<file path="config.mk">
export PLATFORM = sky130hd
export DESIGN_NAME = sram_wr_ctrl
export DESIGN_NICKNAME = d
export VERILOG_FILES = /design/src/rtl/sram_wr_pkg.sv /design/src/rtl/sram_wr_fsm.sv /design/src/rtl/sram_wr_capture.sv /design/src/rtl/sram_wr_pins.sv /design/src/rtl/sram_wr_ctrl.sv
export SDC_FILE = /design/constraint.sdc
export NUM_CORES = 1
export LEC_CHECK = 0
export ABC_AREA = 0
export CAP_MARGIN = 20
export CORE_MARGIN = 5
export CORE_UTILIZATION = 46
export DETAILED_ROUTE_END_ITERATION = 10
export PLACE_DENSITY = 0.89
export REMOVE_ABC_BUFFERS = 1
export SLEW_MARGIN = 20
export SYNTH_ARGS = -nofsm -noshare
export SYNTH_HDL_FRONTEND = slang
export SYNTH_SLANG_ARGS = --single-unit
</file>
<file path="constraint.sdc">
create_clock -name clk -period 2.93 [get_ports clk]
set_input_delay 0.586 -clock clk [delete_from_list [all_inputs] [get_ports clk]]
set_output_delay 0.586 -clock clk [all_outputs]
set_load 0.005 [all_outputs]
</file>
<file path="src/rtl/sram_wr_pkg.sv">
package sram_wr_pkg;

  typedef enum logic [2:0] {
    ST_IDLE   = 3'd0,
    ST_SETUP  = 3'd1,
    ST_STROBE = 3'd2,
    ST_HOLD   = 3'd3,
    ST_RECOV  = 3'd4
  } wr_state_e;

  typedef enum logic {
    MODE_WE = 1'b0,
    MODE_CS = 1'b1
  } wr_mode_e;

endpackage

</file>
<file path="src/rtl/sram_wr_fsm.sv">
module sram_wr_fsm
  import sram_wr_pkg::*;
#(
  parameter int SETUP_CYC  = 2,
  parameter int STROBE_CYC = 3,
  parameter int HOLD_CYC   = 1,
  parameter int RECOV_CYC  = 2
) (
  input  logic      clk,
  input  logic      rst_n,
  input  logic      start_i,
  output wr_state_e state_o,
  output logic      done_o
);

  localparam int MAX_A = (SETUP_CYC > STROBE_CYC) ? SETUP_CYC : STROBE_CYC;
  localparam int MAX_B = (HOLD_CYC > RECOV_CYC) ? HOLD_CYC : RECOV_CYC;
  localparam int MAX_C = (MAX_A > MAX_B) ? MAX_A : MAX_B;
  localparam int CW    = $clog2(MAX_C + 1);

  localparam logic [CW-1:0] LD_SETUP  = CW'(SETUP_CYC - 1);
  localparam logic [CW-1:0] LD_STROBE = CW'(STROBE_CYC - 1);
  localparam logic [CW-1:0] LD_HOLD   = CW'(HOLD_CYC - 1);
  localparam logic [CW-1:0] LD_RECOV  = CW'(RECOV_CYC - 1);

  wr_state_e     st_q, st_d;
  logic [CW-1:0] cnt_q, cnt_d;
  logic          done_q, done_d;
  logic          cnt_zero;

  assign cnt_zero = (cnt_q == '0);

  // next-state logic
  always_comb begin
    st_d   = st_q;
    cnt_d  = cnt_q;
    done_d = 1'b0;
    case (st_q)
      ST_IDLE: begin
        if (start_i) begin
          st_d  = ST_SETUP;
          cnt_d = LD_SETUP;
        end
      end
      ST_SETUP: begin
        if (cnt_zero) begin
          st_d  = ST_STROBE;
          cnt_d = LD_STROBE;
        end else begin
          cnt_d = cnt_q - 1'b1;
        end
      end
      ST_STROBE: begin
        if (cnt_zero) begin
          st_d  = ST_HOLD;
          cnt_d = LD_HOLD;
        end else begin
          cnt_d = cnt_q - 1'b1;
        end
      end
      ST_HOLD: begin
        if (cnt_zero) begin
          st_d  = ST_RECOV;
          cnt_d = LD_RECOV;
        end else begin
          cnt_d = cnt_q - 1'b1;
        end
      end
      ST_RECOV: begin
        if (cnt_zero) begin
          st_d   = ST_IDLE;
          cnt_d  = '0;
          done_d = 1'b1;
        end else begin
          cnt_d = cnt_q - 1'b1;
        end
      end
      default: begin
        st_d  = ST_IDLE;
        cnt_d = '0;
      end
    endcase
  end

  // state registers
  always_ff @(posedge clk or negedge rst_n) begin
    if (!rst_n) begin
      st_q   <= ST_IDLE;
      cnt_q  <= '0;
      done_q <= 1'b0;
    end else begin
      st_q   <= st_d;
      cnt_q  <= cnt_d;
      done_q <= done_d;
    end
  end

  assign state_o = st_q;
  assign done_o  = done_q;


  done_single_chk: assert property (@(posedge clk) disable iff (!rst_n)
    done_q |=> !done_q);


  done_idle_chk: assert property (@(posedge clk) disable iff (!rst_n)
    done_q |-> (st_q == ST_IDLE));


  start_only_idle_chk: assert property (@(posedge clk) disable iff (!rst_n)
    (st_q != ST_IDLE) |=> (st_q != ST_SETUP) || ($past(st_q) == ST_SETUP));

endmodule

</file>
<file path="src/rtl/sram_wr_capture.sv">
module sram_wr_capture
  import sram_wr_pkg::*;
#(
  parameter int AW = 17,
  parameter int DW = 16,
  parameter int NB = 2
) (
  input  logic          clk,
  input  logic          rst_n,
  input  logic          load_i,
  input  logic [AW-1:0] addr_i,
  input  logic [DW-1:0] data_i,
  input  logic [NB-1:0] mask_i,
  input  logic          mode_i,
  output logic [AW-1:0] addr_o,
  output logic [DW-1:0] data_o,
  output logic [NB-1:0] mask_o,
  output wr_mode_e      mode_o
);

  logic [AW-1:0] addr_q, addr_d;
  logic [DW-1:0] data_q, data_d;
  logic [NB-1:0] mask_q, mask_d;
  wr_mode_e      mode_q, mode_d;

  // clock enable for the request fields
  always_comb begin
    addr_d = addr_q;
    data_d = data_q;
    mask_d = mask_q;
    mode_d = mode_q;
    if (load_i) begin
      addr_d = addr_i;
      data_d = data_i;
      mask_d = mask_i;
      mode_d = wr_mode_e'(mode_i);
    end
  end

  always_ff @(posedge clk or negedge rst_n) begin
    if (!rst_n) begin
      addr_q <= '0;
      data_q <= '0;
      mask_q <= '0;
      mode_q <= MODE_WE;
    end else begin
      addr_q <= addr_d;
      data_q <= data_d;
      mask_q <= mask_d;
      mode_q <= mode_d;
    end
  end

  assign addr_o = addr_q;
  assign data_o = data_q;
  assign mask_o = mask_q;
  assign mode_o = mode_q;

endmodule

</file>
<file path="src/rtl/sram_wr_pins.sv">
module sram_wr_pins
  import sram_wr_pkg::*;
#(
  parameter int NB = 2
) (
  input  wr_state_e     state_i,
  input  wr_mode_e      mode_i,
  input  logic [NB-1:0] mask_i,
  output logic          cs_n_o,
  output logic          cs_o,
  output logic [NB-1:0] lane_n_o,
  output logic          we_n_o,
  output logic          dout_en_o
);

  logic any_lane;
  logic in_setup, in_strobe, in_hold;
  logic sel_on, we_on, drv_on;

  assign any_lane  = |mask_i;
  assign in_setup  = (state_i == ST_SETUP);
  assign in_strobe = (state_i == ST_STROBE);
  assign in_hold   = (state_i == ST_HOLD);

  always_comb begin
    sel_on = 1'b0;
    we_on  = 1'b0;
    drv_on = 1'b0;
    if (any_lane) begin
      if (mode_i == MODE_WE) begin
        sel_on = in_setup | in_strobe | in_hold;
        we_on  = in_strobe;
        drv_on = in_strobe | in_hold;
      end else begin
        sel_on = in_strobe;
        we_on  = in_setup | in_strobe | in_hold;
        drv_on = in_setup | in_strobe | in_hold;
      end
    end
  end

  assign cs_n_o    = ~sel_on;
  assign cs_o      = sel_on;
  assign we_n_o    = ~we_on;
  assign dout_en_o = drv_on;

  for (genvar g = 0; g < NB; g++) begin : g_lane
    assign lane_n_o[g] = ~(sel_on & mask_i[g]);
  end

endmodule

</file>
<file path="src/rtl/sram_wr_ctrl.sv">
module sram_wr_ctrl
  import sram_wr_pkg::*;
#(
  parameter int AW         = 17,
  parameter int DW         = 16,
  parameter int SETUP_CYC  = 2,
  parameter int STROBE_CYC = 3,
  parameter int HOLD_CYC   = 1,
  parameter int RECOV_CYC  = 2
) (
  input  logic          clk,
  input  logic          rst_n,
  input  logic          host_req,
  input  logic [AW-1:0] host_addr,
  input  logic [DW-1:0] host_wdata,
  input  logic [1:0]    host_mask,
  input  logic          host_cs_mode,
  output logic          host_ready,
  output logic          host_done,
  output logic [AW-1:0] mem_addr,
  output logic          mem_cs_n,
  output logic          mem_cs,
  output logic          mem_ub_n,
  output logic          mem_lb_n,
  output logic          mem_we_n,
  output logic [DW-1:0] mem_dout,
  output logic          mem_dout_en
);

  localparam int NB = 2;

  logic          rst_meta_q, rst_sync_q;
  wr_state_e     state;
  logic          accept;
  logic [NB-1:0] mask_q;
  wr_mode_e      mode_q;
  logic [NB-1:0] lane_n;

  // asynchronous assert, synchronous release
  always_ff @(posedge clk or negedge rst_n) begin
    if (!rst_n) begin
      rst_meta_q <= 1'b0;
      rst_sync_q <= 1'b0;
    end else begin
      rst_meta_q <= 1'b1;
      rst_sync_q <= rst_meta_q;
    end
  end

  assign host_ready = (state == ST_IDLE);
  assign accept     = host_req & host_ready;

  sram_wr_fsm #(
    .SETUP_CYC (SETUP_CYC),
    .STROBE_CYC(STROBE_CYC),
    .HOLD_CYC  (HOLD_CYC),
    .RECOV_CYC (RECOV_CYC)
  ) u_fsm (
    .clk    (clk),
    .rst_n  (rst_sync_q),
    .start_i(accept),
    .state_o(state),
    .done_o (host_done)
  );

  sram_wr_capture #(
    .AW(AW),
    .DW(DW),
    .NB(NB)
  ) u_capture (
    .clk   (clk),
    .rst_n (rst_sync_q),
    .load_i(accept),
    .addr_i(host_addr),
    .data_i(host_wdata),
    .mask_i(host_mask),
    .mode_i(host_cs_mode),
    .addr_o(mem_addr),
    .data_o(mem_dout),
    .mask_o(mask_q),
    .mode_o(mode_q)
  );

  sram_wr_pins #(
    .NB(NB)
  ) u_pins (
    .state_i  (state),
    .mode_i   (mode_q),
    .mask_i   (mask_q),
    .cs_n_o   (mem_cs_n),
    .cs_o     (mem_cs),
    .lane_n_o (lane_n),
    .we_n_o   (mem_we_n),
    .dout_en_o(mem_dout_en)
  );

  assign mem_lb_n = lane_n[0];
  assign mem_ub_n = lane_n[1];


  overlap_drive_chk: assert property (@(posedge clk) disable iff (!rst_sync_q)
    (!mem_we_n && !mem_cs_n && mem_cs && (!mem_ub_n || !mem_lb_n)) |-> mem_dout_en);


  overlap_in_strobe_chk: assert property (@(posedge clk) disable iff (!rst_sync_q)
    (!mem_we_n && !mem_cs_n && mem_cs) |-> (state == ST_STROBE));


  addr_hold_chk: assert property (@(posedge clk) disable iff (!rst_sync_q)
    (state != ST_IDLE) |=> $stable(mem_addr));


  data_hold_chk: assert property (@(posedge clk) disable iff (!rst_sync_q)
    mem_dout_en |=> (!mem_dout_en || $stable(mem_dout)));


  empty_mask_chk: assert property (@(posedge clk) disable iff (!rst_sync_q)
    (mask_q == '0) |-> (mem_we_n && mem_cs_n && !mem_dout_en));


  busy_after_accept_chk: assert property (@(posedge clk) disable iff (!rst_sync_q)
    accept |=> !host_ready);

endmodule

</file>
==> results_dict.tcl, run 1 <==
set metrics [dict create \
    yosys.area.top_type "dfrtp_1" \
    detailed_place_hpwl_um 3328 \
    syn_area_per_cell_um2 15.14 \
    area_growth_syn_to_layout_pct 45.40 \
    post-route-period-util 0.8619 \
    hold_end "rst_sync_q" \
    placementRows 24 \
    post_cts_resized 0 \
    antenna_found_initial 0 \
    fin_worst_skew_ns 0.01011 \
    cp-end-kind "output pin" \
    worstPathRequired_ns 2.34 \
    h-tree-depth 2 \
    worstMarginPinSlew_ns 0.8997 \
    cp-start-kind "flip-flop" \
    slew_headroom 0.4002 \
    layout_commonest_cell "clkdlybuf4s50_1" \
    ff2ff_path_depth 4 \
    drt_first_pass_iters 4 \
    min_path_type "reg2reg" \
    fin_setup_tns_ns 0 \
    r2r_end "u_capture.addr_o[15]" \
    n_fill_cell 305 \
    route.detailed.drc 0 \
    drv_slew 0 \
    synth_area_mm2 0.001998 \
    cts_setup_buffers 0 \
    layout-drive-gt1-share 0.2300 \
    cap_violations 0 \
    outcome "completed" \
    power_density_mw_per_mm2 1125 \
    vdd_ir_drop_max_v 0.0005285 \
    whs_ns 0.3575 \
    cellLeakagePower_nw 1.267 \
    pin_count 80 \
    hold_viol_final 0 \
    clock_latency_ns 0.29 \
    io_buffers 79 \
    placed_area_mm2 0.002773 \
    fin_crit_ns 2.525 \
    gr-usage-all-layers 0.1624 \
    clk_pin_slew_ns 0.08 \
    grt_pass1_vias 1365 \
    cts_root_buffer "clkbuf_8" \
    vias 1307 \
    grt_remaining_overflow 0 \
    antennaDiodeCount 0 \
    drtAntennaViolNets 0 \
    grt_max_degree 43 \
    seq_area_frac_synth 0.5510 \
    reg2reg_setup_slack_ns 1.06 \
    coreArea_mm2 0.004294 \
    cts_inserted_buffers 5 \
    cts_tree "built" \
    viasPerCell 4.932 \
    grt_first_pass_wirelength_um 7362 \
    rr_startpoint "u_fsm.state_o[2]" \
    mostFrequentLayoutCells "clkdlybuf4s50_1, dfrtp_1, mux2_4" \
    fin_ws_ns 0.4047 \
    routabilityCongestion 0.8250 \
    drt_first_iter_violations 58 \
    yosys_warnings 0 \
    final_area_mm2 0.002905 \
    fmax_mhz 396.0 \
    die_height_um 75.91 \
    synthTopCellsByArea "dfrtp_1, mux2_4, buf_12, mux2_2, ha_1" \
    path_class "reg2out" \
    min_path_cells 0 \
    drt-total-wl_um 4496 \
    synth_top_area_share 0.5510 \
    ys_types 29 \
    clock-sinks 44 \
    setup_viol 0 \
    hold_path.startpoint "rst_meta_q" \
    initial_utilization 0.4653 \
    clk_path_buf_depth 2 \
    cp_max_fo 14 \
    grt_setup_unrepaired "false" \
    ys_ff_latch 44 \
    routedWlPerCell_um 16.97 \
    nets 254 \
    die_area_mm2 0.005762 \
    pre_cts_ws_ns 0.7207 \
    cp.arrival_ns 1.94 \
    dieWidth_um 75.91 \
    fin_util 0.6766 \
    syn_inst 132 \
    ctsHoldBuffers 0 \
]
==> cell type report <==
type / count / area [um2] / area share
Sequential cell: 44 / 1102 / 0.3794
Timing Repair Buffer: 80 / 810.8 / 0.2791
Multi-Input combinational cell: 77 / 779.5 / 0.2683
Clock buffer: 6 / 72.57 / 0.02498
Tap cell: 52 / 65.06 / 0.02239
Clock inverter: 2 / 60.06 / 0.02067
Inverter: 4 / 15.01 / 0.005168
==> where the power goes <==
group / switching, mW / internal [mW] / total, mW
combinational: 0.490 / 1.11 / 1.59
clock: 0.194 / 0.341 / 0.534
sequential: 0.235 / 0.903 / 1.14
==> sequential cells by signal (all words and copies together), names as in the netlist <==
name and cells:
u_capture.addr_o 17, u_capture.data_o 16, u_capture.mask_o 2, rst_meta_q 1, u_fsm.cnt_q 2, u_fsm.state_o 3, u_fsm.done_o 1, rst_sync_q 1
u_capture.mode_o 1
==> stage by stage <==
step,power (mW),instances
floorplan,1.905,125
global placement,2.706,257
detailed placement,2.753,257
CTS,3.308,265
global route,3.474,265
finish,3.268,265
==> synth_stat cells <==
library cell and count:
and2_1 1, o32ai_1 1, o31ai_1 1, o221ai_1 1
or2_2 1, inv_1 4, and3_1 1, o21ai_0 2
nor3_1 3, conb_1 1, buf_12 4, or3_1 1
ha_1 3, buf_6 1, mux2_4 30, dfrtp_1 44
buf_4 1, nor3_4 1, nor2_1 8, nand2_1 5
o21a_1 1, nor2b_1 2, or4_1 1, a221oi_1 1
nand3_1 3, clkbuf_1 1, and2_4 1, mux2_2 7
xnor2_1 1
==> critical path: stages, from the launching register on <==
cell and delay [ns]:
dfrtp_1 0.54, or2_2 0.36, or3_1 0.30, clkdlybuf4s50_1 0.45
==> kinds of logic (layout without fill, tap and decap cells) <==
| kind of cell | count (synthesis) | after routing | synth area share |
|---|---|---|---|
| flops | 44 | 44 | 0.5510 |
| xor+xnor | 1 | 1 | 0.004384 |
| mux | 37 | 37 | 0.2649 |
| compound gates | 7 | 7 | 0.02568 |
| buf+inv | 11 | 92 | 0.05886 |
| simple gates | 28 | 28 | 0.07452 |
| other cells | 1 | 1 | 0.001877 |
| fa+ha+maj | 3 | 3 | 0.01879 |
==> worst max path at each step <==
stage | endpoint | from | slack [ns]
4_1_cts | mem_cs_n | u_fsm.state_o[2] | 0.40
6_report | mem_cs_n | u_fsm.state_o[2] | 0.40
3_5_place_dp | mem_cs_n | u_fsm.state_o[2] | 0.72
3_3_place_gp | mem_cs_n | u_fsm.state_o[2] | 0.74
2_1_floorplan | u_capture.addr_o[12] | u_fsm.state_o[2] | 1.20
5_1_grt | mem_lb_n | u_fsm.state_o[0] | 0.31
==> layer usage <==
| metal | track usage | vias to the layer above | routed length (um) | part of all wire |
|---|---|---|---|---|
| met5 | 0 | - | 0 | 0 |
| li1 | - | 610 | - | - |
| met2 | 0.2500 | 62 | 2123 | 0.47 |
| met1 | 0.2091 | 631 | 1968 | 0.44 |
| met4 | 0.06762 | 0 | 82 | 0.018 |
| met3 | 0.05332 | 4 | 321 | 0.071 |
(Power assumes the default switching activity.)
==> run 2, diff against run 1 <==
==> constraint.sdc (replaced) <==
create_clock -name clk -period 2.93 [get_ports clk]
set_input_delay 0.586 -clock clk [delete_from_list [all_inputs] [get_ports clk]]
set_output_delay 0.586 -clock clk [all_outputs]
set_load 0.02 [all_outputs]
==> run 2 against run 1 <==
  * Sequential share of layout area rose by 1.0 points
  * Register-to-register slack got worse by 0.05 ns
  * Critical path type unchanged
  * Core utilization fell by 1.7 points
  * Combinational power rose by 23%
  * Final cell count fell by 0.75%
  * Largest cell class unchanged
  * Worst hold slack got worse by 0.00074 ns
  * Setup slack got worse by 0.10 ns
  * Critical path depth did not move
  * Die area did not move
  * Largest power group unchanged
  * First-iteration DRC count fell by 8.6%
==> results_dict.tcl, run 2 (synthesized netlist as in run 1, its figures left out) <==
set metrics [dict create \
    coreArea_mm2 0.004294 \
    grt_remaining_overflow 0 \
    clkPwrFrac 0.102 \
    worstPathRequired_ns 2.34 \
    slew_headroom 0.4024 \
    fin_worst_skew_ns 0.003812 \
    post_cts_resized 0 \
    path_class "reg2out" \
    setup_viol 0 \
    layout_commonest_cell "clkdlybuf4s50_1" \
    worst-path-buf-inv 1 \
    layout-drive-gt1-share 0.2227 \
    min_path_cells 0 \
    final_area_mm2 0.002830 \
    nets 253 \
    net-switching-power_mw 1.269 \
    wl_met2_um 2219 \
    largest_reg_flops 17 \
    h-tree-depth 2 \
    cts_setup_buffers 0 \
    dieWidth_um 75.91 \
    worstMarginPinSlew_ns 0.8964 \
    cts_root_buffer "clkbuf_8" \
    initial_utilization 0.4653 \
    seqPwrFrac 0.332 \
    crit_family "simple AND/OR/NAND/NOR gates" \
    total_power_mw 3.433 \
    antennaDiodeCount 0 \
    cts_inserted_buffers 5 \
    placementRows 24 \
    grt_setup_unrepaired "false" \
    pin_count 80 \
    area_growth_syn_to_layout_pct 41.64 \
    intPower_mw 2.164 \
    hold_viol_final 0 \
    drt-total-wl_um 4490 \
    cap_violations 0 \
    min_path_type "reg2reg" \
    clk_pin_slew_ns 0.07 \
    cp_slowest_stage_delay_ns 0.55 \
    cp-end-kind "output pin" \
    cp-start-kind "flip-flop" \
    drtAntennaViolNets 0 \
    clk_path_buf_depth 2 \
    ff2ff_path_depth 3 \
    antenna_found_initial 0 \
    fin_util 0.6591 \
    post-route-period-util 0.8969 \
    gr-usage-all-layers 0.1637 \
    switching_share 0.3696 \
    whs_ns 0.3567 \
    route.detailed.drc 0 \
    routedWlPerCell_um 17.07 \
    pwr-share-comb 0.567 \
    wl_met3_um 323 \
    placed_area_mm2 0.002753 \
    mostFrequentLayoutCells "clkdlybuf4s50_1, dfrtp_1, mux2_4" \
    clock_latency_ns 0.29 \
    drv_slew 0 \
    cp.arrival_ns 2.04 \
    drt_first_pass_iters 4 \
    power_density_mw_per_mm2 1213 \
    ctsHoldBuffers 0 \
    detailed_place_hpwl_um 3322 \
    io_buffers 79 \
    cp_cell_sequence "or2_2 -> or3_1 -> clkdlybuf4s50_1" \
    vdd_ir_drop_max_v 0.0005513 \
    routabilityCongestion 0.7311 \
    fin_setup_tns_ns 0 \
    cp_max_fo 14 \
    drt_first_iter_violations 53 \
    fin_crit_ns 2.628 \
    die_area_mm2 0.005762 \
    grt_max_degree 43 \
    outcome "completed" \
    critical_path_depth 3 \
    vias 1306 \
    die_height_um 75.91 \
    cts_tree "built" \
    clock-sinks 44 \
    grt_first_pass_wirelength_um 7493 \
    wl_met1_um 1929 \
    viasPerCell 4.966 \
    grt_pass1_vias 1391 \
    cpMaxStageDelayCell "clkdlybuf4s50_1" \
    fmax_mhz 380.5 \
    maxUsedRoutingLayer "met4" \
    cellLeakagePower_nw 1.234 \
]
==> run 2: changes by cell type in the layout (fill, tap and decap cells not counted) <==
cell,previous run,this run
clkinv_2,0,1
bufinv_16,2,0
buf_12,1,0
==> run 2: worst paths after layout <==
kind                                  startpoint                    to  slack, ns
worst max-delay path            u_fsm.state_o[2]              mem_cs_n       0.30
worst min-delay path                  rst_meta_q            rst_sync_q       0.36
worst max register to register  u_fsm.state_o[2]  u_capture.addr_o[12]       1.01
worst min register to register        rst_meta_q            rst_sync_q       0.36
max in group asynchronous             rst_sync_q   u_capture.data_o[6]       1.97
min in group asynchronous             rst_sync_q   u_capture.mask_o[0]       0.40
==> run 2: power by group through the flow <==
| stage | Sequential (mW) | Clock, mW | Combinational [mW] |
|---|---|---|---|
| 6_report | 1.14 | 0.349 | 1.95 |
| 5_1_grt | 1.19 | 0.388 | 2.06 |
| 4_1_cts | 1.14 | 0.358 | 1.97 |
| 3_5_place_dp | 1.15 | 0 | 1.96 |
| 3_3_place_gp | 1.13 | 0 | 1.93 |
| 2_1_floorplan | 1.40 | 0 | 0.864 |
==> run 2: through the flow <==
stage | worst slack (ns) | instances
2_1_floorplan | 1.060 | 125
3_3_place_gp | 0.6449 | 256
3_5_place_dp | 0.6225 | 256
4_1_cts | 0.3029 | 263
5_1_grt | 0.2481 | 263
6_report | 0.3022 | 263
==> run 2: metal layers <==
metal  up-vias  track usage
met5         -            0
met4         0      0.04804
met3         4      0.05569
met2        57       0.2688
met1       633       0.2034
li1        612            -
==> run 2: layout make-up <==
type | count | area [um2]
timing repair buffer | 79 | 790.8
tap | 52 | 65.06
clock inverter | 1 | 5.005
inverter | 4 | 15.01
clock buffer | 6 | 72.57
multi-input combinational | 77 | 779.5
sequential | 44 | 1102
fill | 317 | 1464
==> run 3, diff against run 2 <==
--- a/config.mk
+++ b/config.mk
@@ -8,10 +8,11 @@
 export ABC_AREA = 0
 export CAP_MARGIN = 20
 export CORE_MARGIN = 5
-export CORE_UTILIZATION = 46
+export CORE_UTILIZATION = 43
 export DETAILED_ROUTE_END_ITERATION = 10
-export PLACE_DENSITY = 0.89
+export PLACE_DENSITY = 0.85
 export REMOVE_ABC_BUFFERS = 1
+export SETUP_SLACK_MARGIN = 0.15
 export SLEW_MARGIN = 20
 export SYNTH_ARGS = -nofsm -noshare
 export SYNTH_HDL_FRONTEND = slang
==> constraint.sdc (replaced) <==
create_clock -name clk -period 2.91 [get_ports clk]
set_input_delay 0.582 -clock clk [delete_from_list [all_inputs] [get_ports clk]]
set_output_delay 0.582 -clock clk [all_outputs]
set_load 0.02 [all_outputs]
==> run 3 against run 2 <==
  * Register-to-register slack gained 0.09 ns
  * Highest routed layer unchanged
  * Sequential cell count unchanged
  * Final cell count is 1.5% higher
  * Global-route usage decreased by 0.45 points
  * Largest power group unchanged
  * Routed wire length increased by 1.9%
==> results_dict.tcl, run 3 (synthesized netlist as in run 1, its figures left out) <==
set metrics [dict create \
    placed_area_mm2 0.002788 \
    vias 1334 \
    setup_viol 0 \
    cts_root_buffer "clkbuf_8" \
    cts_setup_buffers 0 \
    viasPerCell 4.996 \
    mostFrequentLayoutCells "clkdlybuf4s50_1, dfrtp_1, mux2_4" \
    post-route-period-util 0.8805 \
    detailed_place_hpwl_um 3451 \
    initial_utilization 0.4496 \
    route.detailed.drc 0 \
    placementRows 24 \
    cp_slowest_stage_delay_ns 0.60 \
    fin_crit_ns 2.562 \
    grt_setup_unrepaired "false" \
    gr-usage-all-layers 0.1593 \
    die_area_mm2 0.006111 \
    cp_cell_sequence "nor2_1 -> nor3_1 -> nand2_1 -> clkdlybuf4s50_1" \
    outcome "completed" \
    worst-path-buf-inv 1 \
    cp_max_fo 12 \
    fin_setup_tns_ns 0 \
    worstMarginPinSlew_ns 0.8816 \
    drt_first_pass_iters 4 \
    clk_pin_slew_ns 0.08 \
    io_buffers 79 \
    grt_pass1_vias 1390 \
    drt-total-wl_um 4577 \
    drt_first_iter_violations 68 \
    n_fill_cell 338 \
    cp-end-kind "output pin" \
    worstPathRequired_ns 2.33 \
    fin_util 0.6464 \
    cp.arrival_ns 1.98 \
    cellLeakagePower_nw 1.254 \
    hold_viol_final 0 \
    dieWidth_um 78.17 \
    clock-sinks 44 \
    final_area_mm2 0.002873 \
    coreArea_mm2 0.004444 \
    fmax_mhz 390.3 \
    grt_first_pass_wirelength_um 7659 \
    total_power_mw 3.518 \
    antenna_found_initial 0 \
    routedWlPerCell_um 17.14 \
    path_class "reg2out" \
    power_density_mw_per_mm2 1225 \
    layout-drive-gt1-share 0.2326 \
    min_path_type "reg2reg" \
    vdd_ir_drop_max_v 0.0008262 \
    ctsHoldBuffers 0 \
    drtAntennaViolNets 0 \
    slew_headroom 0.4123 \
    post_cts_resized 0 \
    clk_path_buf_depth 2 \
    routabilityCongestion 0.7783 \
    antennaDiodeCount 0 \
    nets 256 \
    largest_reg_flops 17 \
    drv_slew 0 \
    cap_violations 0 \
    grt_remaining_overflow 0 \
    grt_max_degree 43 \
    h-tree-depth 2 \
    clock_latency_ns 0.28 \
    cpMaxStageDelayCell "clkdlybuf4s50_1" \
    die_height_um 78.17 \
    pin_count 80 \
    fin_worst_skew_ns 0.007164 \
    cts_inserted_buffers 5 \
    cp-start-kind "flip-flop" \
    area_growth_syn_to_layout_pct 43.77 \
    crit_family "simple AND/OR/NAND/NOR gates" \
    cts_tree "built" \
    layout_commonest_cell "clkdlybuf4s50_1" \
]
run 3: metal layers:
metal	GRT usage	vias to the layer above	wire length (um)
li1	-	618	-
met1	0.2243	657	2140
met2	0.2449	57	2093
met3	0.04577	2	313
met4	0.03671	0	29
met5	0	-	0
run 3: path summary, 6_finish.rpt:
kind                                   endpoint  slack (ns)        startpoint  depth (start not counted)
setup / recovery                       mem_ub_n        0.35  u_fsm.state_o[0]                          4
hold / removal                       rst_sync_q        0.36        rst_meta_q                          0
setup reg to reg           u_capture.addr_o[14]        1.10  u_fsm.state_o[2]                          5
hold reg to reg                      rst_sync_q        0.36        rst_meta_q                          0
max in group asynchronous          u_fsm.done_o        1.96        rst_sync_q                          0
min in group asynchronous  u_capture.addr_o[15]        0.40        rst_sync_q                          0
run 3: area by class of cell:
cell class	instances	area [um2]	share of cell area
sequential	44	1102	0.3837
timing repair buffer	82	825.8	0.2875
multi-input combinational	77	779.5	0.2713
clock buffer	7	76.32	0.02657
tap	52	65.06	0.02265
inverter	4	15.01	0.005226
clock inverter	1	8.758	0.003049
run 3: report_power, final:
part	switching (mW)	total, mW	internal (mW)
logic	0.896	2.03	1.13
registers	0.214	1.12	0.909
clock network	0.195	0.367	0.172
run 3: through the flow:
| stage | std cells | setup WS (ns) | hold WS [ns] |
|---|---|---|---|
| finish | 267 | 0.3477 | 0.3567 |
| global route | 267 | 0.2220 | 0.3701 |
| CTS | 267 | 0.3282 | 0.3633 |
| detailed placement | 259 | 0.6548 | 0.3378 |
| global placement | 259 | 0.6761 | 0.3392 |
| floorplan | 125 | 1.040 | 0.2864 |
